## src/rtl/dacif_pkg.sv

```systemverilog
package dacif_pkg;

    localparam int FRAME_BITS = 24;
    localparam int CODE_W     = 16;
    localparam int MODE_W     = 2;
    localparam int CMD_W      = FRAME_BITS - CODE_W - MODE_W;
    localparam int SW_W       = 3;

    typedef enum logic [MODE_W-1:0] {
        MODE_RUN     = 2'b00,
        MODE_PD_1K   = 2'b01,
        MODE_PD_100K = 2'b10,
        MODE_PD_OPEN = 2'b11
    } pmode_e;

    typedef struct packed {
        logic [CMD_W-1:0]  cmd;
        pmode_e            mode;
        logic [CODE_W-1:0] code;
    } frame_t;

    typedef enum logic [1:0] {
        KIND_WRITE,
        KIND_SOFTRST,
        KIND_BAD
    } kind_e;

    function automatic kind_e classify(input logic [FRAME_BITS-1:0] w);
        if (&w)
            return KIND_SOFTRST;
        else if (w[FRAME_BITS-1 -: CMD_W] == '0)
            return KIND_WRITE;
        else
            return KIND_BAD;
    endfunction

    function automatic logic [SW_W-1:0] switch_sel(input pmode_e m);
        case (m)
            MODE_PD_1K:   return 3'b001;
            MODE_PD_100K: return 3'b010;
            MODE_PD_OPEN: return 3'b100;
            default:      return 3'b000;
        endcase
    endfunction

endpackage

```

## src/rtl/dacif_sync.sv

```systemverilog
module dacif_sync #(
    parameter int             W       = 3,
    parameter int             STAGES  = 2,
    parameter logic [W-1:0]   RST_VAL = '0
) (
    input  logic         clk,
    input  logic         rst,
    input  logic [W-1:0] d,
    output logic [W-1:0] q
);
    logic [W-1:0] stg [STAGES];

    always_ff @(posedge clk) begin
        if (rst) begin
            for (int i = 0; i < STAGES; i++) stg[i] <= RST_VAL;
        end else begin
            stg[0] <= d;
            for (int i = 1; i < STAGES; i++) stg[i] <= stg[i-1];
        end
    end

    assign q = stg[STAGES-1];
endmodule

```

## src/rtl/dacif_shifter.sv

```systemverilog
module dacif_shifter
    import dacif_pkg::*;
(
    input  logic   clk,
    input  logic   rst,
    input  logic   sclk_s,
    input  logic   sync_s,
    input  logic   din_s,
    output logic   frm_vld,
    output frame_t frm
);
    localparam int CNT_W = $clog2(FRAME_BITS + 1);

    logic                  sclk_q, sync_q;
    logic [CNT_W-1:0]      cnt;
    logic [FRAME_BITS-1:0] sr;
    logic                  sclk_fall, sync_fall;

    assign sclk_fall = sclk_q & ~sclk_s;
    assign sync_fall = sync_q & ~sync_s;

    always_ff @(posedge clk) begin
        if (rst) begin
            sclk_q  <= 1'b0;
            sync_q  <= 1'b1;
            cnt     <= CNT_W'(FRAME_BITS);
            sr      <= '0;
            frm_vld <= 1'b0;
            frm     <= '0;
        end else begin
            sclk_q  <= sclk_s;
            sync_q  <= sync_s;
            frm_vld <= 1'b0;
            if (sync_fall) begin
                cnt <= '0;
            end else if (!sync_s && sclk_fall && cnt != CNT_W'(FRAME_BITS)) begin
                sr  <= {sr[FRAME_BITS-2:0], din_s};
                cnt <= cnt + CNT_W'(1);
                if (cnt == CNT_W'(FRAME_BITS - 1)) begin
                    frm_vld <= 1'b1;
                    frm     <= frame_t'({sr[FRAME_BITS-2:0], din_s});
                end
            end
        end
    end
endmodule

```

## src/rtl/dacif_regs.sv

```systemverilog
module dacif_regs
    import dacif_pkg::*;
#(
    parameter bit PRESET_MID  = 1'b0,
    parameter int WAKE_CYCLES = 250,
    parameter int RST_CYCLES  = 16
) (
    input  logic              clk,
    input  logic              rst,
    input  logic              frm_vld,
    input  frame_t            frm,
    output logic [CODE_W-1:0] code,
    output pmode_e            mode,
    output logic              load,
    output logic              ready
);
    localparam logic [CODE_W-1:0] PRESET =
        PRESET_MID ? {1'b1, {(CODE_W-1){1'b0}}} : '0;
    localparam int HOLD_MAX = (WAKE_CYCLES > RST_CYCLES) ? WAKE_CYCLES : RST_CYCLES;
    localparam int HW       = $clog2(HOLD_MAX + 1);

    logic [HW-1:0] hold;
    logic          busy;
    kind_e         kind;

    assign kind = classify(frm);

    always_ff @(posedge clk) begin
        if (rst) begin
            code <= PRESET;
            mode <= MODE_RUN;
            load <= 1'b0;
            hold <= '0;
            busy <= 1'b0;
        end else begin
            load <= 1'b0;
            if (hold != '0) hold <= hold - HW'(1);
            else            busy <= 1'b0;
            if (frm_vld && !busy) begin
                case (kind)
                    KIND_SOFTRST: begin
                        code <= PRESET;
                        mode <= MODE_RUN;
                        load <= 1'b1;
                        busy <= 1'b1;
                        hold <= HW'(RST_CYCLES);
                    end
                    KIND_WRITE: begin
                        if (frm.mode == MODE_RUN) begin
                            code <= frm.code;
                            load <= 1'b1;
                            if (mode != MODE_RUN) hold <= HW'(WAKE_CYCLES);
                        end
                        mode <= frm.mode;
                    end
                    default: ;
                endcase
            end
        end
    end

    assign ready = (mode == MODE_RUN) && (hold == '0) && !busy;
endmodule

```

## src/rtl/dacif_top.sv

```systemverilog
module dacif_top
    import dacif_pkg::*;
#(
    parameter bit PRESET_MID  = 1'b0,
    parameter int WAKE_CYCLES = 250,
    parameter int RST_CYCLES  = 16,
    parameter int SYNC_STAGES = 2
) (
    input  logic              clk,
    input  logic              rst,
    input  logic              sclk_i,
    input  logic              sync_n_i,
    input  logic              din_i,
    output logic [CODE_W-1:0] dac_code_o,
    output logic              load_o,
    output logic [MODE_W-1:0] mode_o,
    output logic [SW_W-1:0]   out_sw_o,
    output logic              ready_o
);
    logic [2:0] pins_s;
    logic       frm_vld;
    frame_t     frm;
    pmode_e     mode_q;

    dacif_sync #(.W(3), .STAGES(SYNC_STAGES), .RST_VAL(3'b100)) u_sync (
        .clk (clk),
        .rst (rst),
        .d   ({sync_n_i, sclk_i, din_i}),
        .q   (pins_s)
    );

    dacif_shifter u_shift (
        .clk     (clk),
        .rst     (rst),
        .sclk_s  (pins_s[1]),
        .sync_s  (pins_s[2]),
        .din_s   (pins_s[0]),
        .frm_vld (frm_vld),
        .frm     (frm)
    );

    dacif_regs #(
        .PRESET_MID  (PRESET_MID),
        .WAKE_CYCLES (WAKE_CYCLES),
        .RST_CYCLES  (RST_CYCLES)
    ) u_regs (
        .clk     (clk),
        .rst     (rst),
        .frm_vld (frm_vld),
        .frm     (frm),
        .code    (dac_code_o),
        .mode    (mode_q),
        .load    (load_o),
        .ready   (ready_o)
    );

    assign mode_o   = mode_q;
    assign out_sw_o = switch_sel(mode_q);
endmodule

```

## config.mk

```make
export PLATFORM = sky130hd
export DESIGN_NAME = dacif_top
export DESIGN_NICKNAME = d
export VERILOG_FILES = /design/src/rtl/dacif_pkg.sv /design/src/rtl/dacif_sync.sv /design/src/rtl/dacif_shifter.sv /design/src/rtl/dacif_regs.sv /design/src/rtl/dacif_top.sv
export SDC_FILE = /design/constraint.sdc
export NUM_CORES = 1
export LEC_CHECK = 0
export ABC_AREA = 1
export ABC_CLOCK_PERIOD_IN_PS = 2000
export BUFFER_PORTS_ARGS = -buffer_cell sky130_fd_sc_hd__clkbuf_2
export CORE_MARGIN = 5
export CORE_UTILIZATION = 38
export CTS_CLUSTER_DIAMETER = 80
export DETAILED_ROUTE_END_ITERATION = 12
export HOLD_SLACK_MARGIN = 0.03
export PLACE_DENSITY_LB_ADDON = 0.12
export SLEW_MARGIN = 10
export SYNTH_ARGS = -nofsm -noshare
export SYNTH_HDL_FRONTEND = slang
export SYNTH_SLANG_ARGS = --single-unit
```

## constraint.sdc

```tcl
create_clock -name clk -period 2 [get_ports clk]
set_input_delay 0.4 -clock clk [delete_from_list [all_inputs] [get_ports clk]]
set_output_delay 0.4 -clock clk [all_outputs]
set_load 0.1 [all_outputs]
```

==> impl_metrics.yaml, run 1 <==
sta:
  relSlewSlack_pct: 63.64
  fin_crit_ns: 1.965
  finalHoldViolCount: 0
  rsz0062_at_grt: "true"
  fmax_mhz: 509.0
  fin_setup_tns_ns: 0
  fin_crit_sh_pct: 98.24
  slew_violations: 0
  fin_worst_hold_slack_ns: 0.2164
  fin_skew_ns: 0.01539
  setup_violations: 0
  worst_pin_slew_ns: 0.5478
  worst_slack_ns: 0.03525
drt:
  vias: 3002
  drc: 0
  wire_per_inst_um: 12.78
  totalWireLength_um: 7987
  drtAntennaViolNets: 0
  drt_first_iter_violations: 180
  via_per_inst: 4.803
  dr.pass1.iters: 4
grt:
  antenna_found_initial: 0
  grt-ovfl-total: 0
  grt_max_degree: 49
  gr-usage-all-layers_pct: 14.47
  grt_pass1_vias: 2754
  grt_pass1_wl_um: 13540
power:
  power_density_nw_per_um2: 971.4
  power.leakage_uw: 0.001559
  vdd_drop_max_v: 0.0007003
min_path:
  hold_path_startpoint: "din_i"
  holdPathEnd: "u_sync.stg[0][0]$_SDFF_PP0_"
  min_path_cells: 3
  hp-class: "in2reg"
run:
  cap_viol_max_count: 0
worst_setup_path:
  reg2reg_from: "u_shift.cnt[0]$_SDFFE_PP0P_"
  critical_path_arrival_ns: 1.56
  crit_required_ns: 1.60
  critPathLaunchType: "flop"
  cp-end-kind: "primary output"
  path_max_fanout: 4
  r2r_end: "u_shift.frm[23]$_SDFFE_PP0P_"
  reg2regPathDepth: 8
  r2r_slack_ns: 0.31
  crit_type: "reg2out"
  crit_start: "u_regs.hold[0]$_SDFF_PP0_"
synth:
  synthAdderAreaFrac_pct: 1.352
  synth_edf_count: 0
  ys_ff_latch: 89
  ys.flop_type: "dfxtp_1"
  muxShareOfSynthArea_pct: 0
  synth_simple_gate_area_share_pct: 27.72
  synth_commonest_cells: "dfxtp_1, nand2_1, a21oi_1"
  yosys_warnings: 0
  yosys-top-cells-area: "dfxtp_1, nand2_1, a21oi_1"
  synthesis.area_um2: 3701
  syn_inst: 464
  synthXorXnorAreaFrac_pct: 1.183
  synth_top_family_by_area: "simple AND/OR/NAND/NOR gates"
  synth_cell_types: 37
  avgSynthCellArea_um2: 7.976
  synth_top_cell_by_area: "dfxtp_1"
  synth_seq_area_share_pct: 48.14
  synth-compound-area-share_pct: 12.75
  yosysTopAreaCellShare_pct: 48.14
  async_flop_share_pct: 0
  synth.most_common_cell: "dfxtp_1"
  synth_nets: 473
placed_design:
  place_congestion: 0.8231
  dp_slack_ns: 0.3110
  port-buffer-count: 27
  hpwl_um: 5635
die:
  die_x_um: 108.7
  core-area_um2: 9639
  std_cell_rows: 36
  fp.dieH_um: 108.7
  pin_count: 28
  initial_core_util_pct: 38.40
  dieArea_um2: 11810
clocking:
  post-cts-setup-buffers: 0
  clk_pin_slew_ns: 0.09
  clk_latency_ns: 0.36
  cts_resized: 0
  clockRootBuffer: "clkbuf_8"
  cts_made_buffers: 9
  cts_tree: "built"
  cts_sinks: 89
  htree_levels: 3
  holdBufCountCts: 0
  clk_path_buf_depth: 2
cells_and_area:
  synthToLayoutAreaGrowth_pct: 13.93
  finalCoreUtilization_pct: 43.74
  nets: 497
  diodes: 0
  drive_gt1_share_pct: 18.50
status:
  status: "complete, no violations"
## flip-flops by register name, indices dropped and copies added (netlist names)
register and count:
u_shift.sclk_q 1, u_regs.mode 2, u_regs.hold 8, u_shift.sync_q 1, u_regs.busy 1, u_shift.frm_vld 1
u_sync.stg 6, u_regs.load 1, u_shift.frm 24, u_shift.sr 23, u_regs.code 16, u_shift.cnt 5
## routing by layer
layer	track usage, %	part of all wire (%)
met1	20.66	53
met2	21.54	42
met3	3.316	3.3
met4	4.779	1.2
met5	0	0
## cell families after synthesis
family,Yosys count
AOI/OAI and AO/OA,91
xor gates and xnor gates,5
adders and majority gates,4
buffers and inverters,73
DFF,89
and+or+nand+nor,202
## worst max-delay path: stages, from the launching register on
cell	delay [ns]
dfxtp_1	0.32
inv_2	0.08
ha_1	0.13
nor3b_2	0.20
nand2_2	0.10
nor3_4	0.17
buf_12	0.20
## cell type report
class,count,area (um^2)
Sequential cell,89,1784
Multi-Input combinational cell,302,1623
Clock inverter,6,91.34
Clock buffer,9,123.9
Fill cell,1031,5423
Timing Repair Buffer,38,245.2
Tap cell,133,166.4
Inverter,48,182.7
## worst max path at each step
stage / endpoint / slack [ns] / cells past startpoint
floorplan: ready_o / 0.003 / 5
global placement: u_shift.frm[18]$_SDFFE_PP0P_ / 0.32 / 5
detailed placement: u_shift.frm[5]$_SDFFE_PP0P_ / 0.31 / 9
CTS: ready_o / 0.004 / 6
global route: ready_o / -0.06 / 6
finish: ready_o / 0.04 / 6
## per-stage QoR
step                      total power (uW)  cell area [um^2]  std cells
after floorplan                       2567              3735        464
after global placement                2770              4001        610
after detailed placement              2777              4001        610
after CTS                             4142              4217        625
after global routing                  4333              4217        625
final                                 4096              4217        625
## cell usage in the layout (no fill, tap or decap), types with 2 or more instances in the layout
cell type  netlist  routed
a21oi_1         57      57
buf_12           0       2
buf_4            5      10
bufinv_16        0       2
clkbuf_2         0      26
clkbuf_8         0       9
dfxtp_1         89      87
dfxtp_2          0       2
ha_1             4       4
inv_1           41      39
inv_2            5       7
inv_6            0       2
nand2_1         79      79
nand2_2          4       4
nand3_1         48      48
nand3_2         10      10
nand4_1         20      20
nor2_1          27      25
nor2_4           1       3
nor3_1           3       2
nor3_4           1       2
o21ai_0         11      11
o21ai_1         17      17
or2_2            2       2
xor2_1           5       5
## power by group
group | internal (uW) | switching, uW
clock | 706 | 656
combinational | 317 | 512
sequential | 1860 | 50.3
total | 2880 | 1220
Note: power is estimated with default switching activity, not from simulation.
==> inputs of run 2 (changes only) <==
--- a/config.mk
+++ b/config.mk
@@ -7,13 +7,13 @@
 export LEC_CHECK = 0
 export ABC_AREA = 1
 export ABC_CLOCK_PERIOD_IN_PS = 2000
-export BUFFER_PORTS_ARGS = -buffer_cell sky130_fd_sc_hd__clkbuf_2
+export BUFFER_PORTS_ARGS = -buffer_cell sky130_fd_sc_hd__buf_2
 export CORE_MARGIN = 5
 export CORE_UTILIZATION = 38
 export CTS_CLUSTER_DIAMETER = 80
 export DETAILED_ROUTE_END_ITERATION = 12
 export HOLD_SLACK_MARGIN = 0.03
-export PLACE_DENSITY_LB_ADDON = 0.12
+export PLACE_DENSITY = 0.59
 export SLEW_MARGIN = 10
 export SYNTH_ARGS = -nofsm -noshare
 export SYNTH_HDL_FRONTEND = slang
==> run 2 against run 1 <==
Effect of this change: clock skew up 0.00065 ns; register-to-register slack about the same; flip-flop and latch count unchanged; clock power down 7%; highest routed layer unchanged; via count up 1.8%; total power up 1.4%; final cell count up 1.4%; sequential share of layout area down 0.51 points.
==> impl_metrics.yaml, run 2 (synthesized netlist as in run 1, its figures left out) <==
status:
  status: "complete, no violations"
die:
  pin_count: 28
  std_cell_rows: 36
  initial_core_util_pct: 38.40
  dieArea_um2: 11810
  die_x_um: 108.7
  fp.dieH_um: 108.7
  core-area_um2: 9639
drt:
  routed.top_layer: "met4"
  drtAntennaViolNets: 0
  dr_wl_met3_um: 290
  via_per_inst: 4.822
  wl_met2_um: 3663
  totalWireLength_um: 7820
  drt_first_iter_violations: 163
  drc: 0
  wire_per_inst_um: 12.33
  vias: 3057
  drt-met1-wl_um: 3720
  dr.pass1.iters: 6
worst_setup_path:
  cp-end-kind: "primary output"
  crit_required_ns: 1.60
  critical_path_arrival_ns: 1.56
  path_max_fanout: 2
  critPathLaunchType: "flop"
  crit_type: "reg2out"
cells_and_area:
  reg_top3: "u_shift.frm x24, u_shift.sr x23, u_regs.code x16"
  finalCoreUtilization_pct: 44.34
  layout_commonest_cell: "dfxtp_1"
  diodes: 0
  fillers: 1001
  largest_register_ffs: 24
  final_cell_mix: "dfxtp_1, nand2_1, a21oi_1"
  synthToLayoutAreaGrowth_pct: 15.48
  nets: 505
  finalInstanceArea_um2: 4274
  top_register: "u_shift.frm"
  drive_gt1_share_pct: 20.56
clocking:
  clk_latency_ns: 0.37
  clockRootBuffer: "clkbuf_8"
  cts_sinks: 89
  clk_pin_slew_ns: 0.09
  cts_tree: "built"
  clk_path_buf_depth: 2
  cts_made_buffers: 9
  htree_levels: 3
grt:
  grt_pass1_wl_um: 13660
  antenna_found_initial: 0
  grt_pass1_vias: 2878
  grt_max_degree: 49
  grt-ovfl-total: 0
  gr-usage-all-layers_pct: 14.41
sta:
  fin_setup_tns_ns: 0
  fin_worst_hold_slack_ns: 0.2329
  worst_pin_slew_ns: 0.5248
  rsz0062_at_grt: "true"
  relSlewSlack_pct: 65.02
  fin_crit_sh_pct: 97.95
  slew_violations: 0
  setup_violations: 0
  fin_crit_ns: 1.959
  fmax_mhz: 510.5
  fin_skew_ns: 0.01605
  finalHoldViolCount: 0
power:
  power_density_nw_per_um2: 971.3
  power.leakage_uw: 0.001605
  vdd_drop_max_v: 0.0007418
placed_design:
  post_dp_cell_area_um2: 4011
  hpwl_um: 5575
  port-buffer-count: 27
  place_congestion: 0.7822
min_path:
  hp-class: "in2reg"
run:
  cap_viol_max_count: 0
[run 2: cell types whose count changed in the layout (fill, tap and decap cells not counted), moves of 2 or more]
cell | previous run | this run
buf_4 | 10 | 19
buf_2 | 0 | 26
dfxtp_1 | 87 | 85
clkbuf_2 | 26 | 0
dfxtp_2 | 2 | 4
[run 2: path summary, 6_finish.rpt]
| path | to | startpoint | depth (start not counted) | slack (ns) |
|---|---|---|---|---|
| worst max register to register | u_shift.frm[19]$_SDFFE_PP0P_ | u_shift.cnt[0]$_SDFFE_PP0P_ | 8 | 0.30 |
| worst min register to register | u_sync.stg[0][3]$_SDFF_PP0_ | u_sync.stg[0][0]$_SDFF_PP0_ | 2 | 0.41 |
| worst min-delay path | u_sync.stg[0][2]$_SDFF_PP1_ | sync_n_i | 2 | 0.23 |
| worst max-delay path | ready_o | u_regs.hold[0]$_SDFF_PP0_ | 6 | 0.04 |
[run 2: metrics by stage]
step | total power (uW) | worst slack (ns) | cells
final | 4151 | 0.04102 | 634
after global routing | 4382 | -0.05293 | 634
after CTS | 4155 | -0.04812 | 632
after detailed placement | 2791 | 0.3212 | 613
after global placement | 2768 | 0.3700 | 613
after floorplan | 2567 | 0.002659 | 464
[run 2: metal layers]
layer,vias to the layer above,track usage [%]
met1,1399,18.86
met5,-,0
met4,0,5.951
met2,42,23.52
met3,12,2.487
li1,1604,-
[run 2: worst max-delay path: stages (launching register included)]
cell and delay (ns):
dfxtp_2 0.33, inv_2 0.08, ha_4 0.13, nor3b_4 0.21
nand2_2 0.10, nor3_4 0.17, buf_12 0.20
[run 2: power by group]
group,internal (uW),total [uW],switching [uW]
combinational,410,965,555
sequential,1860,1910,55.1
clock,596,1270,676
total,2870,4150,1290
[run 2: timing repair]
action	in CTS	in global routing
endpoints found under the hold margin	0	0
gates resized for setup	5	1
hold buffers	0	0
pin swaps	2	3
buffers inserted	3	2
endpoints found under the setup margin	1	1
[run 2: area by class of cell]
type / count / area, um^2 / share of cell area, %
clock buffer: 10 / 127.6 / 2.986
clock inverter: 6 / 73.82 / 1.727
inverter: 48 / 182.7 / 4.274
multi-input combinational: 302 / 1644 / 38.47
sequential: 89 / 1787 / 41.80
tap: 133 / 166.4 / 3.893
timing repair buffer: 46 / 292.8 / 6.850
